[src/rtl/rate_xcheck_pkg.sv]
package rate_xcheck_pkg;
  localparam int unsigned CAUSE_FAST = 0;  // fast count window, judged at heartbeat
  localparam int unsigned CAUSE_SLOW = 1;  // heartbeat count window, judged at batch end
  localparam int unsigned CAUSE_W    = 2;
  typedef logic [CAUSE_W-1:0] cause_t;
endpackage

[src/rtl/rx_sat_counter.sv]
module rx_sat_counter #(
  parameter int unsigned W = 5
) (
  input  logic         clk_i,
  input  logic         rst_ni,
  input  logic         inc_i,
  input  logic         clr_i,
  output logic [W-1:0] cnt_o
);
  localparam logic [W-1:0] SAT = '1;
  localparam logic [W-1:0] ONE = W'(1);

  logic [W-1:0] cnt_q;

  always_ff @(posedge clk_i or negedge rst_ni) begin
    if (!rst_ni)            cnt_q <= '0;
    else if (clr_i)         cnt_q <= inc_i ? ONE : '0;  // coincident tick opens next interval
    else if (inc_i && cnt_q != SAT) cnt_q <= cnt_q + ONE;
  end

  assign cnt_o = cnt_q;
endmodule

[src/rtl/rx_batch_counter.sv]
module rx_batch_counter #(
  parameter int unsigned N = 100
) (
  input  logic clk_i,
  input  logic rst_ni,
  input  logic inc_i,
  output logic done_o
);
  localparam int unsigned   W    = (N > 1) ? $clog2(N) : 1;
  localparam logic [W-1:0]  LAST = W'(N - 1);
  localparam logic [W-1:0]  ONE  = W'(1);

  logic [W-1:0] cnt_q;
  logic         at_last;

  assign at_last = (cnt_q == LAST);
  assign done_o  = inc_i && at_last;

  always_ff @(posedge clk_i or negedge rst_ni) begin
    if (!rst_ni)    cnt_q <= '0;
    else if (inc_i) cnt_q <= at_last ? '0 : cnt_q + ONE;
  end
endmodule

[src/rtl/rx_window.sv]
module rx_window #(
  parameter int unsigned W  = 5,
  parameter int unsigned LO = 19,
  parameter int unsigned HI = 21
) (
  input  logic [W-1:0] val_i,
  output logic         ok_o
);
  localparam logic [W-1:0] LO_V = W'(LO);
  localparam logic [W-1:0] HI_V = W'(HI);

  logic lo_ok;

  generate
    if (LO == 0) begin : g_no_lo
      assign lo_ok = 1'b1;
    end else begin : g_lo
      assign lo_ok = (val_i >= LO_V);
    end
  endgenerate

  assign ok_o = lo_ok && (val_i <= HI_V);
endmodule

[src/rtl/rate_xcheck.sv]
module rate_xcheck
  import rate_xcheck_pkg::*;
#(
  parameter int unsigned FAST_MIN   = 19,
  parameter int unsigned FAST_MAX   = 21,
  parameter int unsigned FAST_BATCH = 100,
  parameter int unsigned HB_MIN     = 4,
  parameter int unsigned HB_MAX     = 6
) (
  input  logic               clk_i,
  input  logic               rst_ni,
  input  logic               hb_tick_i,
  input  logic               fast_tick_i,
  output logic               err_o,
  output logic [CAUSE_W-1:0] err_cause_o
);
  // one spare code above each upper bound, so saturation always lands outside
  localparam int unsigned FAST_CNT_W = $clog2(FAST_MAX + 2);
  localparam int unsigned HB_CNT_W   = $clog2(HB_MAX + 2);

  logic [FAST_CNT_W-1:0] fast_cnt;
  logic [HB_CNT_W-1:0]   hb_cnt;
  logic                  batch_done;
  logic                  fast_ok, hb_ok;
  logic                  armed_q;
  cause_t                cause_q, cause_set;

  rx_sat_counter #(.W(FAST_CNT_W)) u_fast_cnt (
    .clk_i  (clk_i),
    .rst_ni (rst_ni),
    .inc_i  (fast_tick_i),
    .clr_i  (hb_tick_i),
    .cnt_o  (fast_cnt)
  );

  rx_sat_counter #(.W(HB_CNT_W)) u_hb_cnt (
    .clk_i  (clk_i),
    .rst_ni (rst_ni),
    .inc_i  (hb_tick_i),
    .clr_i  (batch_done),
    .cnt_o  (hb_cnt)
  );

  rx_batch_counter #(.N(FAST_BATCH)) u_batch (
    .clk_i  (clk_i),
    .rst_ni (rst_ni),
    .inc_i  (fast_tick_i),
    .done_o (batch_done)
  );

  rx_window #(.W(FAST_CNT_W), .LO(FAST_MIN), .HI(FAST_MAX)) u_fast_win (
    .val_i (fast_cnt),
    .ok_o  (fast_ok)
  );

  rx_window #(.W(HB_CNT_W), .LO(HB_MIN), .HI(HB_MAX)) u_hb_win (
    .val_i (hb_cnt),
    .ok_o  (hb_ok)
  );

  always_comb begin
    cause_set             = '0;
    cause_set[CAUSE_FAST] = hb_tick_i && armed_q && !fast_ok;
    cause_set[CAUSE_SLOW] = batch_done && !hb_ok;
  end

  always_ff @(posedge clk_i or negedge rst_ni) begin
    if (!rst_ni) begin
      armed_q <= 1'b0;
      cause_q <= '0;
    end else begin
      if (hb_tick_i) armed_q <= 1'b1;  // first interval is partial
      cause_q <= cause_q | cause_set;
    end
  end

  assign err_cause_o = cause_q;
  assign err_o       = |cause_q;
endmodule

[config.mk]
export PLATFORM = sky130hd
export DESIGN_NAME = rate_xcheck
export DESIGN_NICKNAME = d
export VERILOG_FILES = /design/src/rtl/rate_xcheck_pkg.sv /design/src/rtl/rx_sat_counter.sv /design/src/rtl/rx_batch_counter.sv /design/src/rtl/rx_window.sv /design/src/rtl/rate_xcheck.sv
export SDC_FILE = /design/constraint.sdc
export NUM_CORES = 1
export LEC_CHECK = 0
export ABC_CLOCK_PERIOD_IN_PS = 1650
export BUFFER_PORTS_ARGS = -buffer_cell sky130_fd_sc_hd__buf_2
export CAP_MARGIN = 20
export CORE_ASPECT_RATIO = 0.7
export CORE_MARGIN = 4
export CORE_UTILIZATION = 25
export CTS_CLUSTER_DIAMETER = 100
export CTS_CLUSTER_SIZE = 8
export DETAILED_ROUTE_END_ITERATION = 8
export HOLD_SLACK_MARGIN = 0.1
export PLACE_DENSITY_LB_ADDON = 0.1
export REMOVE_ABC_BUFFERS = 1
export SYNTH_ARGS = -nofsm -noshare
export SYNTH_HDL_FRONTEND = slang
export SYNTH_SLANG_ARGS = --single-unit
export TNS_END_PERCENT = 1
[constraint.sdc]
create_clock -name clk_i -period 1.65 [get_ports clk_i]
set_input_delay 0.2475 -clock clk_i [delete_from_list [all_inputs] [get_ports clk_i]]
set_output_delay 0.2475 -clock clk_i [all_outputs]
set_load 0.005 [all_outputs]
### After elaboration in Yosys (flattened, before gate mapping)

Index checks and enable logic that the tools add are counted.
W data, S select, Z words.

| word-level totals | value |
|---|---|
| flip-flop bits (word level) | 18 |
| input port bits | 4 |
| word-level logic and storage cells | 36 |

| operators by class | value |
|---|---|
| add/sub/neg operators | 3 |
| $lt $le $gt $ge | 4 |
| equality and inequality tests | 3 |
| mux-type cells | 7 |
| bitwise logic cells | 1 |
| reduce and logical (&&, ||, !) cells | 13 |

Operators with widths:

| kind | count |
|---|---|
| $mux W5 | 2 |
| $logic_and A1 B1 Y1 | 8 |
| $add A7 B1 Y7 const B | 1 |
| $eq A7 B7 Y1 const B | 1 |
| $mux W7 | 1 |
| $mux W3 | 2 |
| $add A5 B1 Y5 const B | 1 |
| $ge A5 B5 Y1 const B | 1 |
| $le A5 B5 Y1 const B | 1 |
| $ne A5 B5 Y1 const B | 1 |
| $reduce_bool A2 Y1 | 2 |
| $add A3 B1 Y3 const B | 1 |
| $ge A3 B3 Y1 const B | 1 |
| $le A3 B3 Y1 const B | 1 |
| $ne A3 B3 Y1 const B | 1 |
| $logic_not A1 Y1 | 2 |
| $mux W1 | 2 |
| $or A2 B2 Y2 | 1 |
| $reduce_or A2 Y1 | 1 |

### Longest topological paths before layout

| depth | value |
|---|---|
| depth after elaboration | 5 |
| mapped depth | 6 |
| mapped depth without buffers | 6 |

### Modules after synthesis

From an unflattened synthesis, not the netlist that was laid out.

| second synthesis, totals | value |
|---|---|
| cell total of the unflattened synthesis | 90 |
| area total of the unflattened synthesis | 933.4 um^2 |

Modules (own cells, without submodules):

| module | times used | cells an instance | area each (um^2) | seq. area each (um^2) |
|---|---|---|---|---|
| rx_batch_counter | 1 | 35 | 356.6 | 175.2 |
| rx_sat_counter (u_fast_cnt) | 1 | 27 | 262.8 | 125.1 |
| rx_sat_counter (u_hb_cnt) | 1 | 14 | 163.9 | 75.1 |
| rate_xcheck | 1 | 9 | 110.1 | 75.1 |
| rx_window (u_fast_win) | 1 | 4 | 28.8 | 0.0 |
| rx_window (u_hb_win) | 1 | 1 | 11.3 | 0.0 |

### Least setup slack after synthesis

No wires, ideal clock.

| timing path | value |
|---|---|
| path type | reg-to-reg |
| start point | register u_fast_cnt.cnt_q[0], in the netlist u_fast_cnt.cnt_o[0] |
| end point | register u_fast_cnt.cnt_q[3], in the netlist u_fast_cnt.cnt_o[3] |
| library setup time | 0.125 ns |
| arrival time | 1.579 ns |
| setup slack | -0.053 ns |
| cell stages (with the launch flop) | 7 |
| buffers on the path | 0 |
| cells stage by stage | dfrtp_1 > ha_1 > and3_1 > ha_1 > and2b_2 > nand4_1 > mux2_2 |

| on the way | value |
|---|---|
| longest elaborated chain between the ends | 3 |
| elaborated cells between the ends (all ways) | 6 |
| classes of those cells | 1 x add/sub; 1 x eq/ne; 2 x mux; 2 x reduce/logical |

RTL lines:

| item | RTL line | source |
|---|---|---|
| start, declared | rx_sat_counter.sv:13 | `logic [W-1:0] cnt_q;` |
| start signal, assigned | rx_sat_counter.sv:17 | `else if (clr_i) cnt_q <= inc_i ? ONE : '0;` |
| start signal, assigned | rx_sat_counter.sv:18 | `else if (inc_i && cnt_q != SAT) cnt_q <= cnt_q + ONE;` |
| $add A5 B1 Y5 or $ne A5 B5 Y1 (tied branches) | rx_sat_counter.sv:18 |  |
| $mux W5 or $logic_and A1 B1 Y1 (tied branches) | rx_sat_counter.sv:18 |  |
| $mux W5 or $reduce_bool A2 Y1 (tied branches) | n/a |  |

Parallel ways exist; a longest one is shown, timed or not. The select of a mux whose other input is x is not followed.
A chain may end at the register's enable or synchronous reset.

### Final worst setup path

| timing path | value |
|---|---|
| start point | register u_fast_cnt.cnt_q[1], in the netlist u_fast_cnt.cnt_o[1] |
| end point | register u_fast_cnt.cnt_q[3], in the netlist u_fast_cnt.cnt_o[3] |

The elaborated chain is that of the path after synthesis.

==> impl_metrics.yaml <==
floorplan:
  core_um2: 3580
  start_util_pct: 26.4
  num_io_pins: 7
  dieWidth_um: 81.5
  die-area_um2: 4840
  die_height_um: 59.4
  rows: 18
timing:
  fin_crit_sh_pct: 97.5
  whs_ps: 298
  maxSlewViolCount: 0
  finalHoldViolations: 0
  fin_tns_setup_ps: 0
  max_freq_mhz: 621
  skew_ps: 0.633
  tightest_slew_ps: 433
  period_minus_slack_ps: 1610
  layout_setup_ws_ps: 40.6
  rsz0062_at_grt: "yes"
  setup_viol: 0
  slew_headroom_pct: 71.2
power_and_ir_drop:
  netSwitchingFraction_pct: 31.7
  seqPwrFrac_pct: 50.7
  peakVddDrop_v: 0.000383
  power.density_nw_per_um2: 1140
  power_frac_comb_pct: 25.5
  switchingPower_w: 0.000414
  power.leakage_nw: 0.515
  p_clk_share_pct: 23.9
  p_int_w: 0.000893
  fin_total_pwr_w: 0.00131
final_layout:
  antenna_cells: 0
  layout_commonest_cell: "dfrtp_1"
  fillers: 367
  nets: 118
  multi_input_area_um2: 475
  mostFrequentLayoutCells: "dfrtp_1 (18), nor2_1 (9), o21ai_0 (7), buf_4 (7)"
  sequential_cell_area_um2: 450
  area_delta_synth_final_pct: 21.2
  stdcell_count: 155
  drive_gt1_share_pct: 24.8
grt:
  antenna_found_initial: 0
  grt_pass1_vias: 662
  grt_overflow_total: 0
  grt_use_total_pct: 9.13
  grt_start_max_net_pins: 19
  grt_pass1_wl_um: 3220
detailed_routing:
  post_drt_wl_per_cell_um: 12.4
  wl_um: 1920
  drtPass1Iterations: 4
  dr_wl_met3_um: 84
  wl_met1_um: 993
  top_layer: "met4"
  drc: 0
  wl_met2_um: 822
  drt_iter0_drc: 6
  ant_nets: 0
  vias: 715
  viasPerCell: 4.61
critical_path:
  required_ps: 1790
  path_delay_family: "simple AND/OR/NAND/NOR gates"
  crit_slowest_cell: "dfrtp_1"
  worstPathCellList: "ha_2 > and3_4 > ha_4 > and2b_2 > nand4_1 > mux2_2"
  worst_setup_path_start_kind: "flip-flop"
  crit_buf_inv: 0
  worstPathMaxFanout: 4
  worstSetupPathType: "flip-flop to flip-flop"
  end_kind: "flip-flop"
  arrival_ps: 1750
  max_stage_delay_ps: 360
hold_path:
  hold_path_class: "input port to flip-flop"
clock_network:
  cts.clk_slew.worst_paths_ps: 70
  cts-htree-levels: 1
  cts_buffers: 3
  cts_tree: "built"
  cts_root_buffer: "clkbuf_8"
  clock_latency_ps: 250
  clock-sinks: 18
  clk_path_buf_depth: 2
logic_synthesis:
  post_synth_num_cell_types: 31
  syn_inst: 90
  synth_area_um2: 945
  synth_seq_cells: 18
  yosysWarnings: 0
  syn_avg_cell_area_um2: 10.5
  yosysSeqAreaShare_pct: 47.7
place:
  numPortBuffers: 6
  gp_congestion: 0.744
  dp.cells: 150
  dp_hpwl_um: 1340
  dp_slack_ps: -24.5
run:
  max-cap-violations: 0
status:
  status: "finished, final reports clean"
[logic make-up after synthesis]
| kind of cell | share of synthesized area (%) |
|---|---|
| AO/OA/AOI/OAI | 12.3 |
| XOR/XNOR | 2.78 |
| adder cells (fa/ha/maj) | 9.27 |
| buffers and inverters | 4.11 |
| flip-flops | 47.7 |
| multiplexers | 5.56 |
| AND/OR/NAND/NOR | 18.3 |
[worst paths after layout]
check / to / depth (start not counted) / slack [ps] / startpoint
setup / recovery: u_fast_cnt.cnt_o[3]$_DFFE_PN0P_ / 6 / 40 / u_fast_cnt.cnt_o[1]$_DFFE_PN0P_
hold / removal: u_fast_cnt.cnt_o[2]$_DFFE_PN0P_ / 2 / 300 / hb_tick_i
setup reg to reg: u_fast_cnt.cnt_o[3]$_DFFE_PN0P_ / 6 / 40 / u_fast_cnt.cnt_o[1]$_DFFE_PN0P_
hold reg to reg: err_cause_o[1]$_DFF_PN0_ / 1 / 470 / err_cause_o[1]$_DFF_PN0_
max in group asynchronous: u_hb_cnt.cnt_o[2]$_DFFE_PN0P_ / 2 / 880 / rst_ni
min in group asynchronous: u_batch.cnt_q[2]$_DFFE_PN0P_ / 2 / 460 / rst_ni
[through the flow]
stage	instance area (um2)	util [%]
after floorplan	928	-
after CTS	1120	31.3
after global placement	1070	29.8
after global routing	1140	32.0
final	1140	32.0
after detailed placement	1070	29.8
[power groups by stage]
stage	clock, W	sequential, W	combinational (W)
finish	0.000312	0.000662	0.000333
global route	0.000350	0.000679	0.000394
CTS	0.000326	0.000661	0.000336
detailed placement	0	0.000669	0.000332
global placement	0	0.000668	0.000327
floorplan	0	0.000645	0.000251
[timing repair]
action	4_1_cts	5_1_grt
setup buffers	0	1
hold buffers	1	0
resized for setup	1	3
pin swaps	1	1
setup endpoints to repair	1	3
hold endpoints to repair	18	0
[synth_stat cells (all sizes together)]
cell type	n	area (um2)
a211o	1	8.76
a31o	1	8.76
and2b	2	16.3
nor3b	1	7.51
nand4	3	18.8
or2	3	18.8
nand3b	2	15.0
and3	1	6.26
o2111ai	1	8.76
dfrtp	18	450
a2bb2oi	1	8.76
inv	6	22.5
buf	2	16.3
xnor2	2	17.5
mux2	2	22.5
a21o	1	7.51
nand2b	1	6.26
a22o	1	8.76
o21ai	7	35.0
nand4bb	1	11.3
xor2	1	8.76
nand2	5	18.8
a21oi	3	15.0
nor2	9	33.8
a211oi	2	15.0
or2b	1	7.51
ha	7	87.6
or3	2	12.5
mux2i	3	30.0
[sequential cells by signal (all words and copies together) (netlist names)]
signal,cells
u_batch.cnt_q,7
u_fast_cnt.cnt_o,5
u_hb_cnt.cnt_o,3
err_cause_o,2
armed_q,1
[per-layer routing]
layer	global-route usage (%)	vias to the layer above
li1	-	347
met1	12.6	353
met2	12.5	13
met3	4.10	2
met4	2.89	0
met5	0	-
[area by class of cell]
cell class | count | share of cell area, %
Multi-Input combinational cell | 64 | 41.5
Sequential cell | 18 | 39.3
Timing Repair Buffer | 14 | 8.09
Tap cell | 50 | 5.46
Clock buffer | 3 | 3.61
Inverter | 6 | 1.97
Power figures use the tool's default switching activity.
